<file path="config.mk">
export PLATFORM = sky130hd
export DESIGN_NAME = kbd_matrix_scan
export DESIGN_NICKNAME = d
export VERILOG_FILES = /design/src/rtl/kbd_scan_pkg.sv /design/src/rtl/kbd_scan_fsm.sv /design/src/rtl/kbd_key_fifo.sv /design/src/rtl/kbd_matrix_scan.sv
export SDC_FILE = /design/constraint.sdc
export NUM_CORES = 1
export LEC_CHECK = 0
export CAP_MARGIN = 20
export CORE_UTILIZATION = 61
export CTS_CLUSTER_DIAMETER = 100
export CTS_CLUSTER_SIZE = 20
export DETAILED_ROUTE_END_ITERATION = 16
export HOLD_SLACK_MARGIN = 0.1
export MAX_ROUTING_LAYER = met4
export PLACE_DENSITY = 0.81
export SLEW_MARGIN = 30
export SYNTH_ARGS = -nofsm -noshare
export SYNTH_HDL_FRONTEND = slang
export SYNTH_SLANG_ARGS = --single-unit
</file>
<file path="constraint.sdc">
create_clock -name clk -period 4.5 [get_ports clk]
set_input_delay 0.9 -clock clk [delete_from_list [all_inputs] [get_ports clk]]
set_output_delay 0.9 -clock clk [all_outputs]
set_load 0.01 [all_outputs]
</file>
<file path="src/rtl/kbd_scan_pkg.sv">
package kbd_scan_pkg;

    typedef enum logic [2:0] {
        S_OFF,
        S_START,
        S_ROW,
        S_INIT,
        S_RPT
    } scan_state_t;

    localparam int START_TICKS    = 5;
    localparam int ROW_BASE_TICKS = 16;

    localparam logic [7:0] A_CTRL   = 8'h00;
    localparam logic [7:0] A_STAT   = 8'h04;
    localparam logic [7:0] A_INIT   = 8'h28;
    localparam logic [7:0] A_RPT    = 8'h2C;
    localparam logic [7:0] A_ENT0   = 8'h30;
    localparam logic [7:0] A_ENT1   = 8'h34;
    localparam int         MASK_BASE = 8'h38;

endpackage

</file>
<file path="src/rtl/kbd_scan_fsm.sv">
module kbd_scan_fsm
    import kbd_scan_pkg::*;
#(
    parameter int ROWS = 16,
    parameter int COLS = 8,
    parameter int DIV  = 1000,
    parameter int DEBW = 10,
    parameter int DLYW = 20
) (
    input  logic                    clk,
    input  logic                    rst_n,
    input  logic                    enable_i,
    input  logic [DEBW-1:0]         debounce_i,
    input  logic [DLYW-1:0]         init_dly_i,
    input  logic [DLYW-1:0]         rpt_dly_i,
    input  logic [COLS-1:0]         col_i,
    output logic [ROWS-1:0]         row_o,
    output logic                    hit_o,
    output logic [$clog2(ROWS)-1:0] hit_row_o,
    output logic [COLS-1:0]         hit_cols_o
);
    localparam int RW = $clog2(ROWS);
    localparam int PW = (DIV > 1) ? $clog2(DIV) : 1;
    localparam logic [DLYW-1:0] START_LAST = DLYW'(START_TICKS - 1);
    localparam logic [DLYW-1:0] BASE_LAST  = DLYW'(ROW_BASE_TICKS - 1);

    scan_state_t     state_q, state_n;
    logic [RW-1:0]   row_q, row_n;
    logic [PW-1:0]   pre_q;
    logic [DLYW-1:0] tcnt_q, row_last;
    logic [COLS-1:0] early_q, final_cols;
    logic            cont_q, frame_any_q;
    logic            tick, adv, row_end, last_row, any_key;

    assign tick       = (pre_q == PW'(DIV - 1));
    assign row_last   = BASE_LAST + DLYW'(debounce_i);
    assign last_row   = (row_q == RW'(ROWS - 1));
    assign final_cols = col_i & ((debounce_i == '0) ? col_i : early_q);
    assign any_key    = frame_any_q | (|final_cols);

    // next-state logic
    always_comb begin
        state_n = state_q;
        row_n   = row_q;
        adv     = 1'b0;
        row_end = 1'b0;
        unique case (state_q)
            S_OFF: begin
                state_n = S_START;
                adv     = 1'b1;
            end
            S_START: if (tick && tcnt_q == START_LAST) begin
                state_n = S_ROW;
                row_n   = '0;
                adv     = 1'b1;
            end
            S_ROW: if (tick && tcnt_q == row_last) begin
                row_end = 1'b1;
                adv     = 1'b1;
                if (!last_row) begin
                    row_n = row_q + RW'(1);
                end else if (any_key) begin
                    state_n = cont_q ? S_RPT : S_INIT;
                end else begin
                    state_n = S_START;
                end
            end
            S_INIT: if (init_dly_i == '0 || (tick && (tcnt_q + DLYW'(1)) >= init_dly_i)) begin
                state_n = S_START;
                adv     = 1'b1;
            end
            S_RPT: if (rpt_dly_i == '0 || (tick && (tcnt_q + DLYW'(1)) >= rpt_dly_i)) begin
                state_n = S_START;
                adv     = 1'b1;
            end
            default: state_n = S_OFF;
        endcase
        if (!enable_i) begin
            state_n = S_OFF;
            row_n   = '0;
            row_end = 1'b0;
            adv     = (state_q != S_OFF);
        end
    end

    // state register
    always_ff @(posedge clk or negedge rst_n) begin
        if (!rst_n) begin
            state_q     <= S_OFF;
            row_q       <= '0;
            pre_q       <= '0;
            tcnt_q      <= '0;
            early_q     <= '0;
            cont_q      <= 1'b0;
            frame_any_q <= 1'b0;
        end else begin
            state_q <= state_n;
            row_q   <= row_n;
            if (adv) begin
                pre_q  <= '0;
                tcnt_q <= '0;
            end else if (tick) begin
                pre_q  <= '0;
                tcnt_q <= tcnt_q + DLYW'(1);
            end else begin
                pre_q <= pre_q + PW'(1);
            end
            if (state_q == S_ROW && tick && tcnt_q == BASE_LAST)
                early_q <= col_i;
            if (state_n == S_OFF) begin
                cont_q      <= 1'b0;
                frame_any_q <= 1'b0;
            end else if (row_end) begin
                if (last_row) begin
                    cont_q      <= any_key;
                    frame_any_q <= 1'b0;
                end else begin
                    frame_any_q <= any_key;
                end
            end
        end
    end

    // outputs
    always_comb begin
        row_o = '0;
        if (state_q == S_ROW) row_o[row_q] = 1'b1;
        hit_o      = row_end;
        hit_row_o  = row_q;
        hit_cols_o = final_cols;
    end

    // never two rows at once
    a_r2_one_row: assert property (@(posedge clk) disable iff (!rst_n)
        $onehot0(row_o));
    // the driven row holds between ticks
    a_r2_row_hold: assert property (@(posedge clk) disable iff (!rst_n)
        (state_q == S_ROW && !tick && enable_i) |=> $stable(row_o));
    // rows advance one step upward
    a_r2_row_step: assert property (@(posedge clk) disable iff (!rst_n)
        (row_end && !last_row) |=> (row_o == ($past(row_o) << 1)));

endmodule

</file>
<file path="src/rtl/kbd_key_fifo.sv">
module kbd_key_fifo #(
    parameter int DEPTH  = 8,
    parameter int W      = 7,
    parameter int POPMAX = 4
) (
    input  logic                          clk,
    input  logic                          rst_n,
    input  logic                          push_i,
    input  logic [W-1:0]                  data_i,
    input  logic                          pop_i,
    output logic [$clog2(DEPTH+1)-1:0]    count_o,
    output logic [POPMAX-1:0][W-1:0]      peek_o
);
    localparam int CNTW = $clog2(DEPTH + 1);
    localparam int AW   = $clog2(DEPTH);

    logic [W-1:0]    mem_q [DEPTH];
    logic [AW-1:0]   wr_q, rd_q;
    logic [CNTW-1:0] count_q, npop;
    logic            push_ok;

    assign push_ok = push_i && (count_q != CNTW'(DEPTH));
    assign npop    = !pop_i ? '0 :
                     (count_q < CNTW'(POPMAX)) ? count_q : CNTW'(POPMAX);

    always_ff @(posedge clk) begin
        if (push_ok) mem_q[wr_q] <= data_i;
    end

    always_ff @(posedge clk or negedge rst_n) begin
        if (!rst_n) begin
            wr_q    <= '0;
            rd_q    <= '0;
            count_q <= '0;
        end else begin
            if (push_ok) wr_q <= wr_q + AW'(1);
            rd_q    <= rd_q + AW'(npop);
            count_q <= count_q + CNTW'(push_ok) - npop;
        end
    end

    always_comb begin
        for (int k = 0; k < POPMAX; k++) peek_o[k] = mem_q[rd_q + AW'(k)];
    end
    assign count_o = count_q;

    // count never passes the depth
    a_r6_count_bound: assert property (@(posedge clk) disable iff (!rst_n)
        count_q <= CNTW'(DEPTH));
    // a full queue stays full while not read
    a_r6_full_hold: assert property (@(posedge clk) disable iff (!rst_n)
        (count_q == CNTW'(DEPTH) && !pop_i) |=> count_q == CNTW'(DEPTH));

endmodule

</file>
<file path="src/rtl/kbd_matrix_scan.sv">
module kbd_matrix_scan
    import kbd_scan_pkg::*;
#(
    parameter int ROWS  = 16,
    parameter int COLS  = 8,
    parameter int DIV   = 1000,
    parameter int DEPTH = 8
) (
    input  logic            clk,
    input  logic            rst_n,
    input  logic            reg_wr_i,
    input  logic            reg_rd_i,
    input  logic [7:0]      reg_addr_i,
    input  logic [31:0]     reg_wdata_i,
    output logic [31:0]     reg_rdata_o,
    input  logic [COLS-1:0] col_i,
    output logic [ROWS-1:0] row_o,
    output logic            irq_o,
    output logic            wake_o
);
    localparam int RW     = $clog2(ROWS);
    localparam int CW     = $clog2(COLS);
    localparam int CNTW   = $clog2(DEPTH + 1);
    localparam int POPMAX = 4;
    localparam int MASK_END = MASK_BASE + 4 * ROWS;

    logic              en_q, ie_q, thr_flag_q, wake_q;
    logic [9:0]        deb_q;
    logic [3:0]        thr_q;
    logic [19:0]       init_q, rpt_q;
    logic [ROWS-1:0][COLS-1:0] mask_q;
    logic [COLS-1:0]   pend_q, hit_cols;
    logic [RW-1:0]     pend_row_q, hit_row, mask_idx;
    logic [CW-1:0]     col_sel;
    logic              hit, pop, mask_sel, wr_stat;
    logic [CNTW-1:0]   fifo_cnt;
    logic [POPMAX-1:0][6:0] peek;
    logic [31:0]       ent_word;
    logic [7:0]        moff;

    kbd_scan_fsm #(.ROWS(ROWS), .COLS(COLS), .DIV(DIV), .DEBW(10), .DLYW(20)) u_fsm (
        .clk(clk), .rst_n(rst_n), .enable_i(en_q), .debounce_i(deb_q),
        .init_dly_i(init_q), .rpt_dly_i(rpt_q), .col_i(col_i), .row_o(row_o),
        .hit_o(hit), .hit_row_o(hit_row), .hit_cols_o(hit_cols)
    );

    always_comb begin
        col_sel = '0;
        for (int c = COLS - 1; c >= 0; c--) if (pend_q[c]) col_sel = CW'(c);
    end

    kbd_key_fifo #(.DEPTH(DEPTH), .W(7), .POPMAX(POPMAX)) u_fifo (
        .clk(clk), .rst_n(rst_n), .push_i(|pend_q),
        .data_i({4'(pend_row_q), 3'(col_sel)}), .pop_i(pop),
        .count_o(fifo_cnt), .peek_o(peek)
    );

    assign pop      = reg_rd_i && (reg_addr_i == A_ENT0 || reg_addr_i == A_ENT1);
    assign wr_stat  = reg_wr_i && (reg_addr_i == A_STAT);
    assign moff     = reg_addr_i - 8'(MASK_BASE);
    assign mask_idx = moff[RW+1:2];
    assign mask_sel = (9'(reg_addr_i) >= 9'(MASK_BASE)) && (9'(reg_addr_i) < 9'(MASK_END));

    always_comb begin
        for (int k = 0; k < POPMAX; k++)
            ent_word[8*k +: 8] = (CNTW'(k) < fifo_cnt) ? {1'b1, peek[k]} : 8'h00;
    end

    always_ff @(posedge clk or negedge rst_n) begin
        if (!rst_n) begin
            en_q <= 1'b0; ie_q <= 1'b0; deb_q <= '0; thr_q <= '0;
            init_q <= '0; rpt_q <= '0;
            pend_q <= '0; pend_row_q <= '0;
            thr_flag_q <= 1'b0; wake_q <= 1'b0;
            reg_rdata_o <= '0;
        end else begin
            if (reg_wr_i && reg_addr_i == A_CTRL) begin
                en_q  <= reg_wdata_i[0];
                ie_q  <= reg_wdata_i[3];
                deb_q <= reg_wdata_i[13:4];
                thr_q <= reg_wdata_i[17:14];
            end
            if (reg_wr_i && reg_addr_i == A_INIT) init_q <= reg_wdata_i[19:0];
            if (reg_wr_i && reg_addr_i == A_RPT)  rpt_q  <= reg_wdata_i[19:0];
            if (hit) begin
                pend_q     <= hit_cols;
                pend_row_q <= hit_row;
            end else if (|pend_q) begin
                pend_q[col_sel] <= 1'b0;
            end
            if (thr_q != '0 && 4'(fifo_cnt) >= thr_q) thr_flag_q <= 1'b1;
            else if (wr_stat && reg_wdata_i[2])        thr_flag_q <= 1'b0;
            if (hit && |(hit_cols & ~mask_q[hit_row])) wake_q <= 1'b1;
            else if (wr_stat && reg_wdata_i[0])        wake_q <= 1'b0;
            if (reg_rd_i) begin
                if (mask_sel)
                    reg_rdata_o <= 32'(mask_q[mask_idx]);
                else begin
                    unique case (reg_addr_i)
                        A_CTRL:         reg_rdata_o <= {14'b0, thr_q, deb_q, ie_q, 2'b0, en_q};
                        A_STAT:         reg_rdata_o <= {24'b0, 4'(fifo_cnt), 1'b0, thr_flag_q, 1'b0, wake_q};
                        A_INIT:         reg_rdata_o <= {12'b0, init_q};
                        A_RPT:          reg_rdata_o <= {12'b0, rpt_q};
                        A_ENT0, A_ENT1: reg_rdata_o <= ent_word;
                        default:        reg_rdata_o <= '0;
                    endcase
                end
            end
        end
    end

    for (genvar r = 0; r < ROWS; r++) begin : g_mask
        always_ff @(posedge clk or negedge rst_n) begin
            if (!rst_n)
                mask_q[r] <= '1;
            else if (reg_wr_i && mask_sel && mask_idx == RW'(r))
                mask_q[r] <= reg_wdata_i[COLS-1:0];
        end
    end

    assign irq_o  = thr_flag_q & ie_q;
    assign wake_o = wake_q;

    // flag rises only after the count reached a nonzero threshold
    a_r7_flag_cause: assert property (@(posedge clk) disable iff (!rst_n)
        $rose(thr_flag_q) |-> ($past(thr_q) != '0 && 4'($past(fifo_cnt)) >= $past(thr_q)));
    // wake rises only on a scanned row result
    a_r10_wake_cause: assert property (@(posedge clk) disable iff (!rst_n)
        $rose(wake_q) |-> $past(hit));
    // disabled controller releases the rows
    a_r11_rows_idle: assert property (@(posedge clk) disable iff (!rst_n)
        !en_q |=> row_o == '0);

endmodule

</file>
==> flow_summary.json <==
{
  "worstPathArrival_ns": 4.58,
  "synth.yosys.seq_area_share": 0.463,
  "p_int_uw": 5120,
  "cp_max_fo": 9,
  "p_comb_frac": 0.172,
  "required_ns": 4.95,
  "power.switching_uw": 1860,
  "fin_cells": 2019,
  "r2r_start": "u_fsm.tcnt_q[4]",
  "p_sw_frac": 0.267,
  "io_buffers": 89,
  "wire_per_inst_um": 23.7,
  "startpoint_type": "register",
  "synthCells": 1557,
  "yosysWarningCount": 0,
  "nNetsFinal": 1724,
  "place_hpwl_um": 34400,
  "start_util": 0.620,
  "seqPwrFrac": 0.554,
  "syn_area_sq_um": 19500,
  "syn_nets": 1674,
  "mostFrequentLayoutCell": "mux2_2",
  "clock_path_buffers": 3,
  "slowest_stage": "dfrtp_1",
  "synth_seq_cells": 343,
  "slowest_delay_ns": 0.46,
  "tightestPinTransition_ns": 0.959,
  "die_x_um": 181,
  "path_cells": "nand3_1, nor3_1, and3_1, and3_1, and2_1, nand4_1, xnor2_1, ha_1, a21o_1, a21o_1, a2111oi_2, a31oi_1, o31ai_2, a31oi_4, buf_12, nor3_1",
  "wl_um": 47900,
  "syn_avg_cell_area_sq_um": 12.5,
  "core-area_sq_um": 31500,
  "cts_max_level": 1,
  "r2r_slack_ns": 0.36,
  "die_h_um": 181,
  "finalCritPeriodShare": 0.919,
  "synthArstFlopShare": 0.837,
  "overflow": 0,
  "cp-end-kind": "register",
  "viasPerCell": 6.67,
  "clkTransAtPathRegs_ns": 0.09,
  "p_per_area_nw_per_um2": 325,
  "synth-edff-count": 56,
  "ant_nets": 0,
  "fmax_mhz": 242,
  "final.fill_count": 2182,
  "row_count": 65,
  "diodes": 0,
  "final_max_slew_viol_count": 0,
  "grt_pass1_vias": 13696,
  "critical_path_class": "register to register",
  "final_cell_mix": "mux2_2, dfrtp_1, dfstp_2",
  "clk_latency_ns": 0.54,
  "fin_crit_ns": 4.14,
  "finalHoldViolCount": 0,
  "track_usage": 0.311,
  "dp_cells": 1983,
  "setup_violations": 0,
  "synth_ff_type": "dfrtp_1",
  "maxSlewHeadroom": 0.355,
  "gp_congestion": 1.01,
  "clkPwrFrac": 0.275,
  "ys_types": 75,
  "drt-pass1-iter-count": 10,
  "status": "completed",
  "cap_violations": 0,
  "cts_tree": "built",
  "grt_pass1_wl_um": 76400,
  "dieArea_sq_um": 32700,
  "post-route-util": 0.683,
  "peakVddDrop_uv": 382,
  "antenna_found_initial": 0,
  "crit_path_start": "u_fsm.tcnt_q[4]",
  "drt_drc_violations_left": 0,
  "drtIter0Drc": 1417,
  "io_pins": 102,
  "finalSetupTns_ns": 0,
  "p_leak_uw": 0.00870,
  "clock_sinks": 343,
  "grt_start_max_net_pins": 113,
  "drive_gt1_frac": 0.335,
  "cts_hold_buf": 0,
  "numCtsBuffers": 21,
  "num_vias": 13468,
  "hp-class": "input port to asynchronous set/reset pin",
  "clockRootBuffer": "clkbuf_16",
  "final.setup_skew_ns": 0.0213,
  "area_growth_pct": 10.2
}
cell usage after synthesis (9+ instances only):
| master | count | area, sq um |
|---|---|---|
| a21o_1 | 10 | 75.1 |
| a21oi_1 | 48 | 240 |
| a222oi_1 | 14 | 140 |
| and3_1 | 15 | 93.8 |
| buf_1 | 21 | 78.8 |
| buf_2 | 9 | 45.0 |
| clkbuf_1 | 75 | 282 |
| dfrtp_1 | 159 | 3980 |
| dfstp_2 | 128 | 3360 |
| edfxtp_1 | 56 | 1680 |
| ha_1 | 63 | 788 |
| inv_1 | 81 | 304 |
| mux2_2 | 195 | 2200 |
| mux2i_1 | 24 | 240 |
| mux4_2 | 127 | 2860 |
| nand2_1 | 89 | 334 |
| nand2b_1 | 9 | 56.3 |
| nand3_1 | 41 | 205 |
| nand4_1 | 14 | 87.6 |
| nor2_1 | 89 | 334 |
| nor3_1 | 21 | 105 |
| nor4_1 | 17 | 106 |
| o211ai_1 | 12 | 90.1 |
| o21ai_0 | 51 | 255 |
| o22ai_1 | 14 | 87.6 |
| xnor2_1 | 31 | 272 |
| xor2_1 | 37 | 324 |
path summary, 6_finish.rpt:
| kind | cells past startpoint | endpoint |
|---|---|---|
| max | 16 | u_fsm.pre_q[3] |
| max in group asynchronous | 2 | mask_q[76] |
| max reg2reg | 16 | u_fsm.pre_q[3] |
| min reg2reg | 1 | u_fsm.pre_q[0] |
| min in group clk | 1 | u_fsm.pre_q[0] |
| min | 1 | reg_rdata_o[30] |
power by group through the flow:
stage	clock, uW	sequential, uW	combinational (uW)
after floorplan	0	3780	874
after CTS	1950	3860	1190
after global routing	2060	3910	1290
after global placement	0	3880	1130
after detailed placement	0	3910	1180
final	1920	3870	1200
flip-flops by register name (all words and copies together) (netlist names), 8 cells and up:
register       flops
deb_q             10
init_q            20
mask_q           128
pend_q             8
reg_rdata_o       32
rpt_q             20
u_fifo.mem_q      56
u_fsm.early_q      8
u_fsm.pre_q       10
u_fsm.tcnt_q      20
metal layers:
metal,wire (um),GRT usage,vias up
li1,-,-,5913
met4,1620,0.105,0
met2,24200,0.506,543
met1,18900,0.405,6903
met5,0,-,-
met3,3220,0.0403,109
cell type report:
| class | instances | area (sq um) | share of cell area |
|---|---|---|---|
| clock inverters | 2 | 21.3 | 0.000990 |
| inverters | 81 | 304 | 0.0141 |
| multi-input cells | 1026 | 9830 | 0.457 |
| clock buffers | 31 | 563 | 0.0262 |
| flip-flops and latches | 343 | 9030 | 0.420 |
| repair buffers | 134 | 1240 | 0.0579 |
| well taps | 402 | 503 | 0.0234 |
worst max-delay path, delay by kind of cell (launching register included):
family / cells / cell delay, ns
buffers and inverters: 1 / 0.18
xor gates and xnor gates: 1 / 0.25
AOI/OAI and AO/OA: 6 / 1.45
and+or+nand+nor: 7 / 1.41
adders and majority gates: 1 / 0.29
DFF: 1 / 0.46
logic make-up after synthesis:
kind of cell               after synthesis  synth area share
buffers and inverters                  188            0.0372
and+or+nand+nor                        345            0.0888
DFF                                    343             0.463
xor gates and xnor gates                68            0.0305
adders and majority gates               65            0.0425
AOI/OAI and AO/OA                      202            0.0670
muxes                                  346             0.271
repair_timing:
action	4_1_cts	5_1_grt
buffers inserted	0	3
endpoints found under the setup margin	0	30
resized for setup	0	6
metrics by stage:
stage | setup WS [ns] | hold slack [ns] | cell area [sq um] | power [uW]
2_1_floorplan | 0.757 | 0.444 | 19500 | 4660
3_3_place_gp | 0.110 | 0.457 | 20800 | 5010
3_5_place_dp | 0.0577 | 0.466 | 20800 | 5090
4_1_cts | 0.0165 | 0.448 | 21400 | 7000
5_1_grt | -0.000808 | 0.462 | 21500 | 7260
6_report | 0.365 | 0.389 | 21500 | 6980
Power figures use the tool's default switching activity.
